[config.mk]
export PLATFORM = sky130hd
export DESIGN_NAME = keyed_flash_ctl
export DESIGN_NICKNAME = d
export VERILOG_FILES = /design/src/rtl/kfc_pkg.sv /design/src/rtl/kfc_key_seq.sv /design/src/rtl/kfc_busy_timer.sv /design/src/rtl/kfc_cfg_reg.sv /design/src/rtl/keyed_flash_ctl.sv
export SDC_FILE = /design/constraint.sdc
export NUM_CORES = 1
export LEC_CHECK = 0
export ABC_AREA = 1
export CAP_MARGIN = 40
export CORE_ASPECT_RATIO = 0.6
export CORE_MARGIN = 2
export CORE_UTILIZATION = 39
export CTS_CLUSTER_SIZE = 28
export DETAILED_ROUTE_END_ITERATION = 10
export GPL_ROUTABILITY_DRIVEN = 0
export HOLD_SLACK_MARGIN = 0.15
export PLACE_DENSITY_LB_ADDON = 0.05
export RECOVER_POWER = 100
export SLEW_MARGIN = 10
export SYNTH_ARGS = -nofsm -noshare
export SYNTH_HDL_FRONTEND = slang
export SYNTH_SLANG_ARGS = --single-unit
[constraint.sdc]
create_clock -name clk -period 1.4 [get_ports clk]
set_input_delay 0.28 -clock clk [delete_from_list [all_inputs] [get_ports clk]]
set_output_delay 0.28 -clock clk [all_outputs]
set_load 0.1 [all_outputs]
[src/rtl/kfc_pkg.sv]
// Package: shared types and register map constants for the keyed flash front end.
// Assumes a byte-addressed register bus.
package kfc_pkg;
    typedef enum logic [1:0] {
        KS_LOCKED = 2'd0,
        KS_ARMED  = 2'd1,
        KS_SINGLE = 2'd2,
        KS_MULTI  = 2'd3
    } key_state_t;

    // Register byte offsets. The three configuration aliases sit 4 bytes apart.
    localparam int OFF_CFG_ALL = 'h00;
    localparam int OFF_CFG_SET = 'h04;
    localparam int OFF_CFG_CLR = 'h08;
    localparam int OFF_WADDR   = 'h20;
    localparam int OFF_WDATA   = 'h24;
    localparam int OFF_KEY     = 'h28;

    // Configuration bit positions.
    localparam int CFG_ERR_BIT   = 3;
    localparam int CFG_ERASE_BIT = 18;
    localparam int CFG_BUSY_BIT  = 20;

    // Key codes.
    localparam logic [7:0] KEY_ARM   = 8'hA5;
    localparam logic [7:0] KEY_ONCE  = 8'hF1;
    localparam logic [7:0] KEY_MANY  = 8'hF2;
    localparam logic [7:0] KEY_CLOSE = 8'h5A;
endpackage

[src/rtl/kfc_key_seq.sv]
// Module: key sequencer. It tracks the two-write unlock and relocks after a
// one-shot operation. Assumes key_we and op_start are never high in the same cycle.
module kfc_key_seq
    import kfc_pkg::*;
(
    input  logic       clk,
    input  logic       rst_n,
    input  logic       key_we,
    input  logic [7:0] key_val,
    input  logic       op_start,
    output key_state_t state
);
    // State update on key writes and on consumption of a one-shot grant.
    always_ff @(posedge clk) begin
        if (!rst_n) begin
            state <= KS_LOCKED;
        end else if (key_we) begin
            if (state == KS_ARMED) begin
                if (key_val == KEY_ONCE)      state <= KS_SINGLE;
                else if (key_val == KEY_MANY) state <= KS_MULTI;
                else                          state <= KS_LOCKED;
            end else begin
                state <= (key_val == KEY_ARM) ? KS_ARMED : KS_LOCKED;
            end
        end else if (op_start && state == KS_SINGLE) begin
            state <= KS_LOCKED;
        end
    end
endmodule

[src/rtl/kfc_busy_timer.sv]
// Module: busy timer. It holds busy for a per-operation cycle count after a start.
// Assumes start only arrives while idle and both counts are at least 1.
module kfc_busy_timer #(
    parameter int PROG_CYCLES  = 8,
    parameter int ERASE_CYCLES = 40
) (
    input  logic clk,
    input  logic rst_n,
    input  logic start,
    input  logic is_erase,
    output logic busy
);
    localparam int MAXC = (ERASE_CYCLES > PROG_CYCLES) ? ERASE_CYCLES : PROG_CYCLES;
    localparam int CW   = $clog2(MAXC + 1);

    logic [CW-1:0] cnt;

    // Load on start, then count down to zero.
    always_ff @(posedge clk) begin
        if (!rst_n)          cnt <= '0;
        else if (start)      cnt <= is_erase ? CW'(ERASE_CYCLES) : CW'(PROG_CYCLES);
        else if (cnt != '0)  cnt <= cnt - 1'b1;
    end

    // Busy whenever the count is non-zero.
    always_comb busy = (cnt != '0);
endmodule

[src/rtl/kfc_cfg_reg.sv]
// Module: configuration register holding the erase-mode bit and the sticky
// error bit, written through three aliases. Assumes one-hot alias strobes.
module kfc_cfg_reg
    import kfc_pkg::*;
(
    input  logic        clk,
    input  logic        rst_n,
    input  logic        wr_all,
    input  logic        wr_set,
    input  logic        wr_clr,
    input  logic [31:0] wdata,
    input  logic        reject,
    output logic        erase_en,
    output logic        err
);
    // Erase-mode bit: direct, set-alias and clear-alias writes.
    always_ff @(posedge clk) begin
        if (!rst_n)      erase_en <= 1'b0;
        else if (wr_all) erase_en <= wdata[CFG_ERASE_BIT];
        else if (wr_set) erase_en <= erase_en | wdata[CFG_ERASE_BIT];
        else if (wr_clr) erase_en <= erase_en & ~wdata[CFG_ERASE_BIT];
    end

    // Sticky error: set by a rejected data write, cleared only through the clear alias.
    always_ff @(posedge clk) begin
        if (!rst_n)                          err <= 1'b0;
        else if (reject)                     err <= 1'b1;
        else if (wr_clr && wdata[CFG_ERR_BIT]) err <= 1'b0;
    end
endmodule

[src/rtl/keyed_flash_ctl.sv]
// Module: keyed flash front end top. It decodes the register bus, gates data
// writes on the key state and busy flag, and issues registered commands to the
// flash array. Assumes at most one bus write per cycle and a PAGE_BYTES power of two.
module keyed_flash_ctl
    import kfc_pkg::*;
#(
    parameter int FLASH_AW     = 18,
    parameter int BUS_AW       = 6,
    parameter int PAGE_BYTES   = 1024,
    parameter int PROG_CYCLES  = 8,
    parameter int ERASE_CYCLES = 40
) (
    input  logic                clk,
    input  logic                rst_n,
    input  logic [BUS_AW-1:0]   bus_addr,
    input  logic [31:0]         bus_wdata,
    input  logic                bus_we,
    output logic [31:0]         bus_rdata,
    output logic                fl_go,
    output logic                fl_erase,
    output logic [FLASH_AW-1:0] fl_addr,
    output logic [15:0]         fl_data
);
    localparam logic [BUS_AW-1:0]   A_ALL   = BUS_AW'(OFF_CFG_ALL);
    localparam logic [BUS_AW-1:0]   A_SET   = BUS_AW'(OFF_CFG_SET);
    localparam logic [BUS_AW-1:0]   A_CLR   = BUS_AW'(OFF_CFG_CLR);
    localparam logic [BUS_AW-1:0]   A_WADDR = BUS_AW'(OFF_WADDR);
    localparam logic [BUS_AW-1:0]   A_WDATA = BUS_AW'(OFF_WDATA);
    localparam logic [BUS_AW-1:0]   A_KEY   = BUS_AW'(OFF_KEY);
    localparam logic [FLASH_AW-1:0] PAGE_MASK = FLASH_AW'(PAGE_BYTES - 1);

    logic hit_all, hit_set, hit_clr, hit_waddr, hit_data, hit_key;
    logic unlocked, aligned, accept, reject;
    logic erase_en, err_flag, busy;
    logic [FLASH_AW-1:0] waddr;
    key_state_t key_state;

    // Address decode of bus writes.
    always_comb begin
        hit_all   = bus_we && (bus_addr == A_ALL);
        hit_set   = bus_we && (bus_addr == A_SET);
        hit_clr   = bus_we && (bus_addr == A_CLR);
        hit_waddr = bus_we && (bus_addr == A_WADDR);
        hit_data  = bus_we && (bus_addr == A_WDATA);
        hit_key   = bus_we && (bus_addr == A_KEY);
    end

    // Acceptance of a data write.
    always_comb begin
        unlocked = (key_state == KS_SINGLE) || (key_state == KS_MULTI);
        aligned  = erase_en || !waddr[0];
        accept   = hit_data && unlocked && !busy && aligned;
        reject   = hit_data && !accept;
    end

    kfc_key_seq u_key (
        .clk      (clk),
        .rst_n    (rst_n),
        .key_we   (hit_key),
        .key_val  (bus_wdata[7:0]),
        .op_start (accept),
        .state    (key_state)
    );

    kfc_busy_timer #(
        .PROG_CYCLES  (PROG_CYCLES),
        .ERASE_CYCLES (ERASE_CYCLES)
    ) u_busy (
        .clk      (clk),
        .rst_n    (rst_n),
        .start    (accept),
        .is_erase (erase_en),
        .busy     (busy)
    );

    kfc_cfg_reg u_cfg (
        .clk      (clk),
        .rst_n    (rst_n),
        .wr_all   (hit_all),
        .wr_set   (hit_set),
        .wr_clr   (hit_clr),
        .wdata    (bus_wdata),
        .reject   (reject),
        .erase_en (erase_en),
        .err      (err_flag)
    );

    // Target address register.
    always_ff @(posedge clk) begin
        if (!rst_n)         waddr <= '0;
        else if (hit_waddr) waddr <= bus_wdata[FLASH_AW-1:0];
    end

    // Command strobe, one cycle per accepted operation.
    always_ff @(posedge clk) begin
        if (!rst_n) fl_go <= 1'b0;
        else        fl_go <= accept;
    end

    // Command payload, captured on acceptance.
    always_ff @(posedge clk) begin
        if (!rst_n) begin
            fl_erase <= 1'b0;
            fl_addr  <= '0;
            fl_data  <= '0;
        end else if (accept) begin
            fl_erase <= erase_en;
            fl_addr  <= erase_en ? (waddr & ~PAGE_MASK) : waddr;
            fl_data  <= erase_en ? 16'h0000 : bus_wdata[15:0];
        end
    end

    // Read mux.
    always_comb begin
        bus_rdata = '0;
        case (bus_addr)
            A_ALL, A_SET, A_CLR: begin
                bus_rdata[CFG_ERR_BIT]   = err_flag;
                bus_rdata[CFG_ERASE_BIT] = erase_en;
                bus_rdata[CFG_BUSY_BIT]  = busy;
            end
            A_WADDR: bus_rdata[FLASH_AW-1:0] = waddr;
            A_KEY:   bus_rdata[1:0] = key_state;
            default: bus_rdata = '0;
        endcase
    end
endmodule

Word-level counts from Yosys, hierarchy flattened
Index checks and enable logic that the tools add are counted.

cells by class
  $add $sub $neg = 1
  eq/ne operators = 11
  multiplexer cells = 22
  bitwise logic cells = 3
  reduce and logical (&&, ||, !) cells = 24

operator list
  cell                                                  number
  equality test 8 bit (second input constant)           3
  equality test 6 bit (second input constant)           3
  two-way mux 6 bit                                     3
  two-way mux 16 bit                                    1
  two-way mux 14 bit                                    1
  logical AND 1 bit                                     12
  two-way mux 10 bit                                    1
  two-way mux 2 bit                                     5
  two-way mux 1 bit                                     9
  equality test 6 x 3 -> 1 bit (second input constant)  1
  equality test 6 x 4 -> 1 bit (second input constant)  1
  zero test 6 bit                                       1
  nonzero test 2 bit                                    3
  nonzero test 6 bit                                    1
  subtractor 6 x 1 -> 6 bit (second input constant)     1
  equality test 2 bit (second input constant)           2
  one-hot mux 2 bit (2 select lines)                    1
  zero test 1 bit                                       3
  nonzero test 3 bit                                    1
  OR reduction 3 bit                                    1
  equality test 2 x 1 -> 1 bit (second input constant)  1
  logical OR 1 bit                                      2
  one-hot mux 1 bit (2 select lines)                    1
  bitwise AND 1 bit                                     1
  other kinds (2)                                       2

storage, ports and cells
  bits in registers = 64
  bits of input ports = 41
  output and inout port bits = 68

Logic depth before layout (Yosys ltp)
  word-level depth = 8
  gate-level depth with buffers = 10

By module
A second synthesis with hierarchy kept.

second synthesis, totals
  cell total of the unflattened synthesis = 504
  area, all modules = 3,329.4 sq um

modules (own cells, without submodules)
  module           times used  cells each  area an instance (sq um)  sequential area each (sq um)
  keyed_flash_ctl  1           403         2,688.8                   1,081.0
  kfc_busy_timer   1           49          361.6                     120.1
  kfc_key_seq      1           41          200.2                     40.0
  kfc_cfg_reg      1           11          78.8                      40.0

Worst setup path after synthesis
No wires, ideal clock.

  path type = in2out
  start = input port bus_addr[3]
  end = output port bus_rdata[3]
  arrival time = 2.777 ns
  setup slack = -1.657 ns
  stages on the path = 3
  buffers on the path = 0
  cells stage by stage = nor2_1 -> nand3_2 -> o21ai_0

on the way
  longest elaborated chain between the ends = 3
  elaborated cells on any way between the ends = 6
  classes of those cells = eq/ne: 3; mux: 1; reduce/logical: 2

ends and longest elaborated chain
  element                                               line                    RTL
  from (decl)                                           keyed_flash_ctl.sv:15   input logic [BUS_AW-1:0] bus_addr,
  equality test 6 x 3 -> 1 bit (tied with other cells)  keyed_flash_ctl.sv:116  case (bus_addr)
  OR reduction 3 bit                                    keyed_flash_ctl.sv:116
  one-hot mux 1 bit (2 select lines) (*)                keyed_flash_ctl.sv:116
  to (decl)                                             keyed_flash_ctl.sv:18   output logic [31:0] bus_rdata,

Every way passes the cells marked *; elsewhere a longest branch is shown, timed or not.

Final worst setup path
  start = input port bus_addr[1]
  end = output port bus_rdata[5]

on the way
  longest elaborated chain between the ends = 2

ends and longest elaborated chain
  element              line
  equality test 6 bit  keyed_flash_ctl.sv:116
  two-way mux 14 bit   keyed_flash_ctl.sv:116

No other way between the ends.

==> impl_metrics.tcl <==
set metrics [dict create \
    startpoint "bus_addr[1]" \
    utilization_pct 78.8 \
    fmaxAchievable_mhz 629 \
    wirelength_mm 10.3 \
    clock-sinks 64 \
    grt_pass1_wl_mm 16.1 \
    grt_pass1_vias 3033 \
    drc 0 \
    timing.final.ws_setup_ns -0.191 \
    htreeDepth 3 \
    switchingPower_mw 1.72 \
    leakage_nw 2.30 \
    reg2reg_from "u_busy.cnt[0]" \
    avgRoutedWirePerCell_um 16.9 \
    yosysWarnings 0 \
    cts_tree "done" \
    hpwlAfterDp_mm 6.36 \
    synthTopCellsByArea "dfxtp_1 45%, nand3_1 13%, nand2_1 8.9%" \
    fin_crit_sh_pct 114 \
    min_from "rst_n" \
    critPathLaunchType "input port" \
    dr.pass1.iters 6 \
    overflow 0 \
    cp_data_arrival_time_ns 1.31 \
    nets 559 \
    p_per_area_nw_per_um2 1100 \
    final_cells 608 \
    status "finished, violations left" \
    ir_drop_mv 1.27 \
    intPower_mw 4.21 \
    ys_seq_area_share_pct 45.4 \
    rsz0062_at_grt "yes" \
    setup_tns_ns -6.29 \
    grt_antenna_before_repair 0 \
    portBuffers 83 \
    die_h_um 69.9 \
    final_antenna_net_count 0 \
    comb_power_share_pct 25.6 \
    fin_skew_ns 0.00417 \
    grt_use_total_pct 26.1 \
    area_growth_pct 91.2 \
    core_region_area_um2 6850 \
    place_area_um2 4660 \
    pwr-share-clk_pct 41.0 \
    required_ns 1.12 \
    setup.worst_path.class "in2out" \
    syn_inst 390 \
    start_util_pct 41.2 \
    timing.final.hold_violations 0 \
    slew_viol_final 0 \
    hold_buffers 0 \
    cap_violations 0 \
    cts_buffers 9 \
    synth.largest_area_cell "dfxtp_1" \
    clk_pin_slew_ns 0.05 \
    seqPwrFrac_pct 33.4 \
    endpoint_kind "output port" \
    cts_root_buf "clkbuf_16" \
    total_power_mw 5.93 \
    diodes 0 \
    die_x_um 114 \
    fin_hold_ws_ns 0.427 \
    syn_avg_cell_area_um2 7.24 \
    fp.dieArea_um2 7960 \
    setup_viol 55 \
    via_per_inst 5.29 \
    io_pins 109 \
    grt_max_degree 25 \
    ys_ff_latch 64 \
    clk_latency_ns 0.33 \
    hold_class "in2reg" \
    first_iter_violations 188 \
    netlist_area_um2 2820 \
    cts_max_path_buffers 2 \
    synthDistinctLibCells 29 \
    min_period_ns 1.59 \
    post-place-ws_ns -0.609 \
    yosysTopAreaCellShare_pct 45.4 \
    path_max_fanout 7 \
    drive_gt1_share_pct 38.2 \
    failed_checks "negative setup slack" \
    dp.cells 573 \
    rows 23 \
    design_area_um2 5400 \
    swShare_pct 29.0 \
    via_count 3218 \
]
[critical path: stages]
cell,delay (ns)
buf_6,0.09
nor2_4,0.19
nand3_4,0.15
buf_12,0.17
buf_16,0.15
nor2_4,0.10
buf_12,0.18
[cells by family after synthesis]
group	after synthesis	synth area share, %
fa+ha+maj	1	0.443
flops	64	45.4
buf+inv	79	13.0
simple gates	195	31.8
other cells	1	0.133
xor+xnor	1	0.310
compound gates	49	8.91
[layout make-up]
cell class              instances  area, um^2
inverters                      48         189
fillers                       436        1450
flip-flops and latches         64        1280
clock buffers                  12         256
well taps                      87         109
clock inverters                 3        65.1
multi-input cells             258        1590
repair buffers                136        1910
[timing repair]
item / in CTS / in global routing
gates resized for setup: 60 / 28
gates cloned: 2 / 1
endpoints found under the setup margin: 82 / 73
setup buffers: 13 / 6
pin swaps: 11 / 8
[state kept, by name (all words and copies together), names as in the netlist, named ones only]
signal	flops
fl_data	16
u_key.state	2
u_cfg.err	1
waddr	18
fl_erase	1
u_busy.cnt	6
fl_addr	18
fl_go	1
[worst paths after layout]
check	to	slack (ns)	depth (start not counted)
max reg2reg	fl_addr[3]	-0.16	10
max	bus_rdata[5]	-0.19	7
min	fl_addr[0]	0.43	4
min reg2reg	fl_addr[12]	0.45	2
[cells in the final DEF, fill, tap and decap left out, types with 2 or more instances in the layout]
cell type	instances
clkbuf_16	9
clkinv_2	2
o22ai_4	2
o21ai_2	3
inv_2	3
nor3_1	5
buf_6	8
dfxtp_2	3
conb_1	12
nor2_4	24
nand3_4	3
nor2_1	13
buf_4	39
o21ai_0	13
clkdlybuf4s50_1	20
bufinv_16	2
nand2_1	63
o21ai_1	6
buf_2	4
clkbuf_8	2
inv_4	3
nand2_4	3
nand3_2	12
dfxtp_1	61
a21oi_1	20
buf_12	63
nand4_1	2
nor2_2	3
inv_1	41
nand3_1	62
[power by group through the flow]
stage	Sequential (mW)	Combinational [mW]	Clock, mW
after floorplan	2.00	0.764	0
after global placement	1.99	1.07	0
after detailed placement	1.99	1.09	0
after CTS	1.97	1.30	2.45
after global routing	1.99	1.65	2.52
final	1.98	1.52	2.43
[synth_stat cells, drive strengths merged]
cell type and count:
inv 47, nand2 68, nand3 77, nor2 41
clkinv 1, nor3 6, ha 1, xor2 1
clkbuf 12, o21ai 23, buf 19, a211oi 1
o22ai 2, a31oi 1, nand4 2, a21oi 22
conb 1, or2 1, dfxtp 64
[layer usage]
layer | global-route usage [%] | up-vias | routed length (um)
met4 | 10.4 | 0 | 359
met5 | 0 | - | 0
li1 | - | 1499 | -
met1 | 35.6 | 1515 | 4370
met3 | 7.73 | 36 | 948
met2 | 38.9 | 168 | 4630
No activity file was read; power rests on OpenSTA's default activity.
